--- config.mk ---
export PLATFORM = sky130hd
export DESIGN_NAME = rtc_alarm_core
export DESIGN_NICKNAME = d
export VERILOG_FILES = /design/src/rtl/rtc_pkg.sv /design/src/rtl/rtc_timekeeper.sv /design/src/rtl/rtc_alarm_unit.sv /design/src/rtl/rtc_irq_ctrl.sv /design/src/rtl/rtc_alarm_core.sv
export SDC_FILE = /design/constraint.sdc
export NUM_CORES = 1
export LEC_CHECK = 0
export ABC_CLOCK_PERIOD_IN_PS = 9640
export BUFFER_PORTS_ARGS = -buffer_cell sky130_fd_sc_hd__buf_2
export CELL_PAD_IN_SITES_DETAIL_PLACEMENT = 1
export CELL_PAD_IN_SITES_GLOBAL_PLACEMENT = 1
export CORE_ASPECT_RATIO = 0.75
export CORE_MARGIN = 5
export CORE_UTILIZATION = 30
export CTS_CLUSTER_DIAMETER = 100
export DETAILED_ROUTE_END_ITERATION = 12
export GPL_ROUTABILITY_DRIVEN = 0
export PLACE_DENSITY = 0.63
export SETUP_SLACK_MARGIN = 0.05
export SLEW_MARGIN = 20
export SYNTH_ARGS = -nofsm -noshare
export SYNTH_HDL_FRONTEND = slang
export SYNTH_HIERARCHICAL = 1
export SYNTH_SLANG_ARGS = --single-unit
--- constraint.sdc ---
create_clock -name clk -period 9.64 [get_ports clk]
set_clock_uncertainty 0.2 [all_clocks]
set_input_delay 0.482 -clock clk [delete_from_list [all_inputs] [get_ports clk]]
set_output_delay 0.482 -clock clk [all_outputs]
set_load 0.005 [all_outputs]
--- src/rtl/rtc_pkg.sv ---
// Shared constants and types for the real-time clock.
// Assumes 32-bit word-aligned registers, decoded on address bits 5:2.
package rtc_pkg;
    localparam int SEC_W = 6;
    localparam int MIN_W = 6;
    localparam int HR_W  = 5;
    localparam int HR_LSB = 8;

    // Word index = byte offset / 4
    localparam logic [3:0] IX_HM    = 4'h0;
    localparam logic [3:0] IX_SEC   = 4'h1;
    localparam logic [3:0] IX_AHM   = 4'h2;
    localparam logic [3:0] IX_ASEC  = 4'h3;
    localparam logic [3:0] IX_CTRL  = 4'h4;
    localparam logic [3:0] IX_STAT  = 4'h5;
    localparam logic [3:0] IX_IEN   = 4'h6;
    localparam logic [3:0] IX_DAY   = 4'h8;
    localparam logic [3:0] IX_ADAY  = 4'h9;

    localparam int ST_ALARM = 2;
    localparam int ST_ONEHZ = 4;
    localparam int CTRL_RUN = 7;

    typedef struct packed {
        logic [HR_W-1:0]  hr;
        logic [MIN_W-1:0] mn;
        logic [SEC_W-1:0] sc;
    } hms_t;
endpackage

--- src/rtl/rtc_timekeeper.sv ---
// Time-of-day and day counters.
// Assumes the tick is a one-cycle pulse; a field write in the tick cycle
// wins and the increment for that tick is dropped.
module rtc_timekeeper
    import rtc_pkg::*;
#(
    parameter int DAY_W    = 16,
    parameter int SEC_LAST = 59,
    parameter int MIN_LAST = 59,
    parameter int HR_LAST  = 23
) (
    input  logic             clk,
    input  logic             rst_n,
    input  logic             run,
    input  logic             tick,
    input  logic             wr_hm,
    input  logic             wr_sec,
    input  logic             wr_day,
    input  logic [31:0]      wdata,
    output hms_t             hms_q,
    output logic [DAY_W-1:0] day_q,
    output hms_t             hms_nxt,
    output logic [DAY_W-1:0] day_nxt,
    output logic             step
);
    hms_t             inc;
    logic [DAY_W-1:0] dinc;
    logic             wr_any;

    assign step   = tick & run;
    assign wr_any = wr_hm | wr_sec | wr_day;

    // One-second increment with cascaded carries
    always_comb begin
        inc  = hms_q;
        dinc = day_q;
        if (hms_q.sc >= SEC_W'(SEC_LAST)) begin
            inc.sc = '0;
            if (hms_q.mn >= MIN_W'(MIN_LAST)) begin
                inc.mn = '0;
                if (hms_q.hr >= HR_W'(HR_LAST)) begin
                    inc.hr = '0;
                    dinc   = day_q + 1'b1;
                end else begin
                    inc.hr = hms_q.hr + 1'b1;
                end
            end else begin
                inc.mn = hms_q.mn + 1'b1;
            end
        end else begin
            inc.sc = hms_q.sc + 1'b1;
        end
    end

    // Next time: bus write first, then the tick increment
    always_comb begin
        hms_nxt = hms_q;
        day_nxt = day_q;
        if (wr_any) begin
            if (wr_hm) begin
                hms_nxt.hr = wdata[HR_LSB +: HR_W];
                hms_nxt.mn = wdata[0 +: MIN_W];
            end
            if (wr_sec) hms_nxt.sc = wdata[0 +: SEC_W];
            if (wr_day) day_nxt    = wdata[0 +: DAY_W];
        end else if (step) begin
            hms_nxt = inc;
            day_nxt = dinc;
        end
    end

    // Time registers
    always_ff @(posedge clk) begin
        if (!rst_n) begin
            hms_q <= '0;
            day_q <= '0;
        end else begin
            hms_q <= hms_nxt;
            day_q <= day_nxt;
        end
    end
endmodule

--- src/rtl/rtc_alarm_unit.sv ---
// Alarm registers and the full-field comparator.
// Assumes the comparison uses the time value being loaded on a running tick.
module rtc_alarm_unit
    import rtc_pkg::*;
#(
    parameter int DAY_W = 16
) (
    input  logic             clk,
    input  logic             rst_n,
    input  logic             wr_ahm,
    input  logic             wr_asec,
    input  logic             wr_aday,
    input  logic [31:0]      wdata,
    input  logic             step,
    input  hms_t             hms_nxt,
    input  logic [DAY_W-1:0] day_nxt,
    output hms_t             al_hms_q,
    output logic [DAY_W-1:0] al_day_q,
    output logic             hit
);
    // Alarm storage
    always_ff @(posedge clk) begin
        if (!rst_n) begin
            al_hms_q <= '0;
            al_day_q <= '0;
        end else begin
            if (wr_ahm) begin
                al_hms_q.hr <= wdata[HR_LSB +: HR_W];
                al_hms_q.mn <= wdata[0 +: MIN_W];
            end
            if (wr_asec) al_hms_q.sc <= wdata[0 +: SEC_W];
            if (wr_aday) al_day_q    <= wdata[0 +: DAY_W];
        end
    end

    // All four fields must match on a running tick
    assign hit = step && (hms_nxt == al_hms_q) && (day_nxt == al_day_q);
endmodule

--- src/rtl/rtc_irq_ctrl.sv ---
// Interrupt status (write-1-to-clear), enable mask and level request.
// Assumes a set event outranks a clearing write in the same cycle.
module rtc_irq_ctrl #(
    parameter int ST_W = 16
) (
    input  logic            clk,
    input  logic            rst_n,
    input  logic            wr_stat,
    input  logic            wr_ien,
    input  logic [ST_W-1:0] wdata,
    input  logic [ST_W-1:0] set_vec,
    output logic [ST_W-1:0] stat_q,
    output logic [ST_W-1:0] ien_q,
    output logic            irq
);
    // Per-bit sticky status
    for (genvar i = 0; i < ST_W; i++) begin : g_bit
        always_ff @(posedge clk) begin
            if (!rst_n) stat_q[i] <= 1'b0;
            else        stat_q[i] <= set_vec[i] | (stat_q[i] & ~(wr_stat & wdata[i]));
        end
    end

    // Enable mask
    always_ff @(posedge clk) begin
        if (!rst_n)      ien_q <= '0;
        else if (wr_ien) ien_q <= wdata;
    end

    assign irq = |(stat_q & ien_q);
endmodule

--- src/rtl/rtc_alarm_core.sv ---
// Top of the real-time clock: register decode, run control and read mux.
// Assumes single-cycle bus writes and a combinational read path.
module rtc_alarm_core
    import rtc_pkg::*;
#(
    parameter int DAY_W  = 16,
    parameter int ADDR_W = 6
) (
    input  logic              clk,
    input  logic              rst_n,
    input  logic              bus_sel,
    input  logic              bus_wr,
    input  logic [ADDR_W-1:0] bus_addr,
    input  logic [31:0]       bus_wdata,
    output logic [31:0]       bus_rdata,
    input  logic              tick_in,
    output logic              irq_out
);
    localparam int ST_W = 16;

    logic             in_map, wr;
    logic [3:0]       idx;
    logic             run_q, wr_time, wr_hm, wr_sec, wr_day, step, hit;
    hms_t             hms_q, hms_nxt, al_hms_q;
    logic [DAY_W-1:0] day_q, day_nxt, al_day_q;
    logic [ST_W-1:0]  stat_q, ien_q, set_vec;

    // Address decode
    assign in_map  = (bus_addr >> 6) == '0;
    assign idx     = bus_addr[5:2];
    assign wr      = bus_sel & bus_wr & in_map;
    assign wr_hm   = wr && idx == IX_HM;
    assign wr_sec  = wr && idx == IX_SEC;
    assign wr_day  = wr && idx == IX_DAY;
    assign wr_time = wr_hm | wr_sec | wr_day;

    // Run bit of the control register
    always_ff @(posedge clk) begin
        if (!rst_n)                    run_q <= 1'b0;
        else if (wr && idx == IX_CTRL) run_q <= bus_wdata[CTRL_RUN];
    end

    rtc_timekeeper #(.DAY_W(DAY_W)) u_time (
        .clk(clk), .rst_n(rst_n), .run(run_q), .tick(tick_in),
        .wr_hm(wr_hm), .wr_sec(wr_sec), .wr_day(wr_day), .wdata(bus_wdata),
        .hms_q(hms_q), .day_q(day_q), .hms_nxt(hms_nxt), .day_nxt(day_nxt),
        .step(step)
    );

    rtc_alarm_unit #(.DAY_W(DAY_W)) u_alarm (
        .clk(clk), .rst_n(rst_n),
        .wr_ahm(wr && idx == IX_AHM), .wr_asec(wr && idx == IX_ASEC),
        .wr_aday(wr && idx == IX_ADAY), .wdata(bus_wdata),
        .step(step), .hms_nxt(hms_nxt), .day_nxt(day_nxt),
        .al_hms_q(al_hms_q), .al_day_q(al_day_q), .hit(hit)
    );

    // Status event sources
    always_comb begin
        set_vec           = '0;
        set_vec[ST_ALARM] = hit;
        set_vec[ST_ONEHZ] = step;
    end

    rtc_irq_ctrl #(.ST_W(ST_W)) u_irq (
        .clk(clk), .rst_n(rst_n),
        .wr_stat(wr && idx == IX_STAT), .wr_ien(wr && idx == IX_IEN),
        .wdata(bus_wdata[ST_W-1:0]), .set_vec(set_vec),
        .stat_q(stat_q), .ien_q(ien_q), .irq(irq_out)
    );

    // Read multiplexer; reserved offsets and unused bits return zero
    always_comb begin
        bus_rdata = '0;
        if (in_map) begin
            case (idx)
                IX_HM: begin
                    bus_rdata[HR_LSB +: HR_W] = hms_q.hr;
                    bus_rdata[0 +: MIN_W]     = hms_q.mn;
                end
                IX_SEC:  bus_rdata[0 +: SEC_W] = hms_q.sc;
                IX_AHM: begin
                    bus_rdata[HR_LSB +: HR_W] = al_hms_q.hr;
                    bus_rdata[0 +: MIN_W]     = al_hms_q.mn;
                end
                IX_ASEC: bus_rdata[0 +: SEC_W] = al_hms_q.sc;
                IX_CTRL: bus_rdata[CTRL_RUN]   = run_q;
                IX_STAT: bus_rdata[ST_W-1:0]   = stat_q;
                IX_IEN:  bus_rdata[ST_W-1:0]   = ien_q;
                IX_DAY:  bus_rdata[DAY_W-1:0]  = day_q;
                IX_ADAY: bus_rdata[DAY_W-1:0]  = al_day_q;
                default: bus_rdata = '0;
            endcase
        end
    end
endmodule

Word level (Yosys, flattened, before mapping)
Cells that the tools add are included.
{"block": "op_classes", "addsub": 4, "n_mul": 0, "div": 0, "magnitude_cmp": 3, "eq_ne": 10, "n_shift": 0, "muxes": 20, "bitwise": 55, "reduce_logical": 13}
{"cell": "$mux 16", "count": 6}
{"cell": "$pmux 6 s8", "count": 1}
{"cell": "$and 1x1->1", "count": 34}
{"cell": "$mux 17", "count": 2}
{"cell": "$pmux 5 s6", "count": 1}
{"cell": "$mux 11", "count": 2}
{"cell": "$mux 6", "count": 3}
{"cell": "$eq 17x17->1", "count": 1}
{"cell": "$add 16x1->16 const B", "count": 1}
{"cell": "$and 16x16->16", "count": 1}
{"cell": "$eq 16x16->1", "count": 1}
{"cell": "$not 1->1", "count": 16}
{"cell": "$reduce_or 16->1", "count": 1}
{"cell": "$add 6x1->6 const B", "count": 2}
{"cell": "$eq 4x3->1 const B", "count": 3}
{"cell": "$ge 6x6->1 const B", "count": 2}
{"cell": "$pmux 3 s4", "count": 1}
{"cell": "$logic_and 1x1->1", "count": 11}
{"cell": "$mux 5", "count": 2}
{"cell": "$eq 4x2->1 const B", "count": 2}
{"cell": "$eq 4x4->1 const B", "count": 2}
{"cell": "$add 5x1->5 const B", "count": 1}
{"cell": "$ge 5x5->1 const B", "count": 1}
{"cell": "$pmux 1 s5", "count": 1}
{"cell": "other kinds (4)", "count": 7}
{"block": "totals", "ff_bits": 99, "latch_bits": 0, "ramBits": 0, "romBits": 0, "inputBits": 43, "word_cells": 131, "mem_count": 0}

Depth between registers and ports, before layout
{"block": "logic_depth", "depth_word": 10, "ltp_mapped": 16, "ltp_nobuf": 14}

By module
Netlist, hierarchy kept.
{"module": "rtc_timekeeper", "instances": 1, "cells_per_inst": 342, "area_per_inst_um2": 2536.2}
{"module": "rtc_alarm_unit", "instances": 1, "cells_per_inst": 153, "area_per_inst_um2": 1607.8}
{"module": "rtc_irq_ctrl", "instances": 1, "cells_per_inst": 128, "area_per_inst_um2": 1295.0}
{"module": "rtc_alarm_core", "instances": 1, "cells_per_inst": 154, "area_per_inst_um2": 1169.9}

Worst setup path after synthesis
No wires, ideal clock.
{"block": "synth_timing", "path_type": "input to register", "startpoint": "in bus_addr[5]", "endpoint": "reg u_irq.stat_q[2]", "setup_time_ps": 65, "arrival_time_ps": 3435, "required_ps": 9375, "slack_ps": 5940, "stages": 15, "n_path_buf": 2, "cell_sequence": "buf_4 or3_1 nor3b_1 or3_1 clkbuf_1 nor4_1 and2_1 a211oi_1 a211oi_1 xor2_1 nor4_1 nand4_1 nor4_2 a21oi_1 nor2b_1"}
{"block": "synth_between", "elab_cells_between_ends": 23, "classes_between": "5 x eq/ne; 5 x mux; 6 x bitwise; 7 x reduce/logical"}
{"element": "start, declared", "line_no": "rtc_alarm_core.sv:13", "text": "input logic [ADDR_W-1:0] bus_addr,"}
{"element": "$eq 4x1->1", "line_no": "rtc_alarm_core.sv:33", "text": "assign wr_sec = wr && idx == IX_SEC;"}
{"element": "$logic_and 1x1->1", "line_no": "rtc_alarm_core.sv:33"}
{"element": "named net wr_sec", "line_no": "rtc_alarm_core.sv:23", "text": "logic run_q, wr_time, wr_hm, wr_sec, wr_day, step, hit;"}
{"element": "$or 1x1->1 (2 in series)", "line_no": "rtc_timekeeper.sv:31", "text": "assign wr_any = wr_hm | wr_sec | wr_day;"}
{"element": "$mux 16", "line_no": "rtc_timekeeper.sv:59", "text": "if (wr_any) begin"}
{"element": "named net day_nxt[10]", "line_no": "rtc_alarm_core.sv:25", "text": "logic [DAY_W-1:0] day_q, day_nxt, al_day_q;"}
{"element": "$eq 16x16->1", "line_no": "rtc_alarm_unit.sv:37", "text": "assign hit = step && (hms_nxt == al_hms_q) && (day_nxt == al_day_q);"}
{"element": "$logic_and 1x1->1", "line_no": "rtc_alarm_unit.sv:37"}
{"element": "named net hit", "line_no": "rtc_alarm_core.sv:23"}
{"element": "$or 1x1->1", "line_no": "rtc_irq_ctrl.sv:20", "text": "else stat_q[i] <= set_vec[i] | (stat_q[i] & ~(wr_stat & wdata[i]));"}
{"element": "end signal, assigned by index", "line_no": "rtc_irq_ctrl.sv:20"}
{"element": "end, declared", "line_no": "rtc_irq_ctrl.sv:12", "text": "output logic [ST_W-1:0] stat_q,"}
The timed path passes the listed nets, and every way through them passes these cells.
A chain may end at the register's enable or synchronous reset.

==> flow_metrics.py <==
metrics = {
    "final_layout": {
        "multiInputGateArea_sq_um": 4272,
        "nFillCells": 2652,
        "fin_cells": 1096,
        "syn2layout_area_growth_pct": 10.34,
        "fin_util_pct": 33.33,
        "seq_area_sq_um": 1982,
        "post-route-cell-area_sq_um": 7292,
        "num_antenna_cells": 0,
        "nets": 844,
        "drive_gt1_share_pct": 11.47,
    },
    "synthesis": {
        "syn_area_sq_um": 6609,
        "synth_top_area_share_pct": 29.99,
        "synth_edf_count": 0,
        "synth_cells": 777,
        "synth.area.top_cells": "dfxtp_1 (30%), mux2i_1 (12%), nor2b_1 (7.1%)",
        "yosys_warnings": 6,
        "synth_seq_cells": 99,
        "syn_avg_cell_area_sq_um": 8.506,
        "synth_ff_type": "dfxtp_1",
        "ys_seq_area_share_pct": 29.99,
        "yosys.area.top_type": "dfxtp_1",
        "synth_async_sr_flop_share_pct": 0,
        "synthDistinctLibCells": 75,
    },
    "sta": {
        "slew_headroom_pct": 28.36,
        "setup_tns_ns": 0,
        "rsz0062_at_grt": "false",
        "finalHoldWorstSlack_ns": 0.2424,
        "fin_ws_ns": 5.097,
        "worst_slew_pin_slew_ns": 1.066,
        "finalCritPeriodShare_pct": 47.12,
        "fmax_ghz": 0.2201,
        "hold_viol": 0,
        "setup_violations": 0,
        "maxSlewViolCount": 0,
        "min_period_ns": 4.543,
    },
    "critical_path": {
        "cp-start-kind": "input port",
        "r2r.worst_path.cells": 12,
        "critical_path.endpoint_type": "flop",
        "cp.required_ns": 9.74,
        "critical_path.cell_chain": "buf_2 -> buf_4 -> nor4bb_1 -> nor2b_2 -> buf_4 -> nor3_1 -> nand4_1 -> o21ai_0 -> xor2_1 -> nor4_1 -> nand4_1 -> nor4_2 -> a21oi_1 -> nor2b_1",
        "cp_max_fo": 45,
        "rrSetupSlack_ns": 5.66,
        "timing.rr.end": "u_irq/stat_q[2]",
        "r2r-start": "u_time/hms_q[6]",
        "cpPeakStageDelay_ns": 0.86,
        "cpMaxStageDelayCell": "nor3_1",
        "path_class": "in -> reg",
        "critical_path_arrival_ns": 4.65,
    },
    "power": {
        "total_leakage_power_nw": 2.696,
        "ir_drop_uv": 78.35,
        "total_power_uw": 963.0,
        "power_density_nw_per_um2": 132.1,
    },
    "clock_network": {
        "insertion_delay_ns": 0.37,
        "clk_pin_slew_ns": 0.07,
        "cts_tree": "yes",
        "cts.htree.levels": 3,
        "holdBufCountCts": 0,
        "cts_root_buf": "clkbuf_16",
        "cts.repair.resized": 0,
        "cts_setup_buffers": 0,
        "clock_sinks": 99,
        "cts_buffer_depth": 2,
        "cts_buffers": 9,
    },
    "min_path": {
        "worstHoldStart": "bus_wdata[6]",
        "min_to": "u_alarm/al_day_q[6]",
        "hp-class": "in -> reg",
        "holdPathStages": 3,
    },
    "floorplanning": {
        "fp.dieH_microns": 138.5,
        "num_rows": 47,
        "ios": 76,
        "core_sq_um": 21880,
        "die_w_microns": 181.4,
        "start_util_pct": 30.21,
        "die-area_sq_um": 25130,
    },
    "global_routing": {
        "grt_pass1_wl_microns": 36580,
        "grt_start_max_net_pins": 76,
        "grt.total_usage_pct": 18.80,
        "antenna_found_initial": 0,
        "grt_pass1_vias": 5754,
        "grt.overflow.total": 0,
    },
    "route": {
        "wl_per_cell_microns": 21.92,
        "postRouteAntennaNets": 0,
        "drc": 0,
        "drt_iter0_drc": 447,
        "drt-pass1-iter-count": 5,
        "wirelength_microns": 24030,
        "num_vias": 5979,
        "vias_per_cell": 5.455,
    },
    "place": {
        "hpwl_microns": 17680,
        "io_buffer_count": 41,
        "pre_cts_ws_ns": 4.845,
        "postPlaceCellArea_sq_um": 6965,
        "dp_cells": 1080,
    },
    "run_status": {
        "status": "completed",
    },
    "job": {
        "maxCapViolCount": 0,
    },
}
[cell usage after synthesis, drive strengths merged, types with 10 or more instances]
master	count
a22oi	15
nor4	19
nor2b	75
mux2i	78
xor2	29
nor2	26
nand3	17
buf	43
nand4	14
dfxtp	99
and3	10
inv	19
o21ai	36
nand2	58
clkbuf	27
and2	21
nor3	15
a21oi	29
[cell families after synthesis]
group,count (synthesis),share of synthesized area [%]
compound gates,165,18.06
other cells,1,0.05674
xor+xnor,38,5.036
flops,99,29.99
mux,81,12.32
simple gates,299,26.33
buf+inv,89,7.289
fa+ha+maj,5,0.9088
[state kept, by name, indices dropped and copies added, names as in the netlist]
name	flops
u_alarm/al_day_q	16
u_irq/stat_q	16
u_alarm/al_hms_q	17
u_time/day_q	16
u_irq/ien_q	16
u_time/hms_q	17
run_q	1
[final cells by class]
class                           count  share of cell area [%]
Clock buffer                       10                   3.277
Sequential cell                    99                   27.18
Tap cell                          294                   5.045
Inverter                           19                  0.9780
Timing Repair Buffer               50                   3.741
Multi-Input combinational cell    618                   58.58
Clock inverter                      6                   1.201
[critical path, delay by kind of cell]
family,cells,cell delay [ns]
AO/OA/AOI/OAI,2,0.46
XOR/XNOR,1,0.11
buffers and inverters,3,0.89
AND/OR/NAND/NOR,8,2.68
[worst max path at each step]
stage	startpoint	end	slack, ns	cells past startpoint
floorplan	bus_addr[5]	u_irq/stat_q[2]	5.94	15
global placement	bus_addr[2]	u_irq/stat_q[2]	4.91	16
detailed placement	bus_addr[2]	u_irq/stat_q[2]	4.84	16
CTS	bus_addr[2]	u_irq/stat_q[2]	5.20	16
global route	bus_addr[2]	u_irq/stat_q[2]	4.80	14
finish	bus_addr[2]	u_irq/stat_q[2]	5.10	14
[metal layers]
layer	up-vias	global-route usage (%)	part of all wire [%]
li1	2840	-	-
met2	157	26.13	42
met3	25	4.379	6.0
met1	2957	29.01	51
met4	0	4.580	1.5
met5	-	0	0
[power by group]
part	leakage [nW]	switching [mW]	internal, mW
registers	0.804	0.0184	0.420
clock network	0.163	0.177	0.235
logic	1.73	0.0692	0.0426
total	2.70	0.265	0.698
[cell usage in the layout, fill, tap and decap left out, types with 5 or more instances in the layout]
cell type / synthesis / layout
a21oi_1: 29 / 29
nor2b_1: 75 / 74
a31oi_1: 7 / 7
mux2i_1: 78 / 78
and3_1: 10 / 10
a22oi_1: 15 / 15
nor4_1: 14 / 14
nor3_1: 14 / 12
nand2_1: 58 / 58
nand3_1: 17 / 17
a221o_1: 6 / 6
buf_4: 22 / 9
o22a_1: 7 / 7
nand2b_1: 6 / 6
o221ai_1: 7 / 7
or3_1: 6 / 6
o211ai_1: 5 / 5
nand4_1: 14 / 14
and4_1: 5 / 5
xnor2_1: 9 / 9
o21ai_0: 23 / 23
inv_1: 19 / 19
dfxtp_1: 99 / 99
o21ai_1: 12 / 12
and2_1: 21 / 21
a22o_1: 6 / 6
buf_2: 15 / 41
a211oi_1: 7 / 7
nor2_1: 26 / 26
clkbuf_16: 0 / 9
xor2_1: 29 / 29
conb_1: 1 / 30
Power figures use the tool's default switching activity.
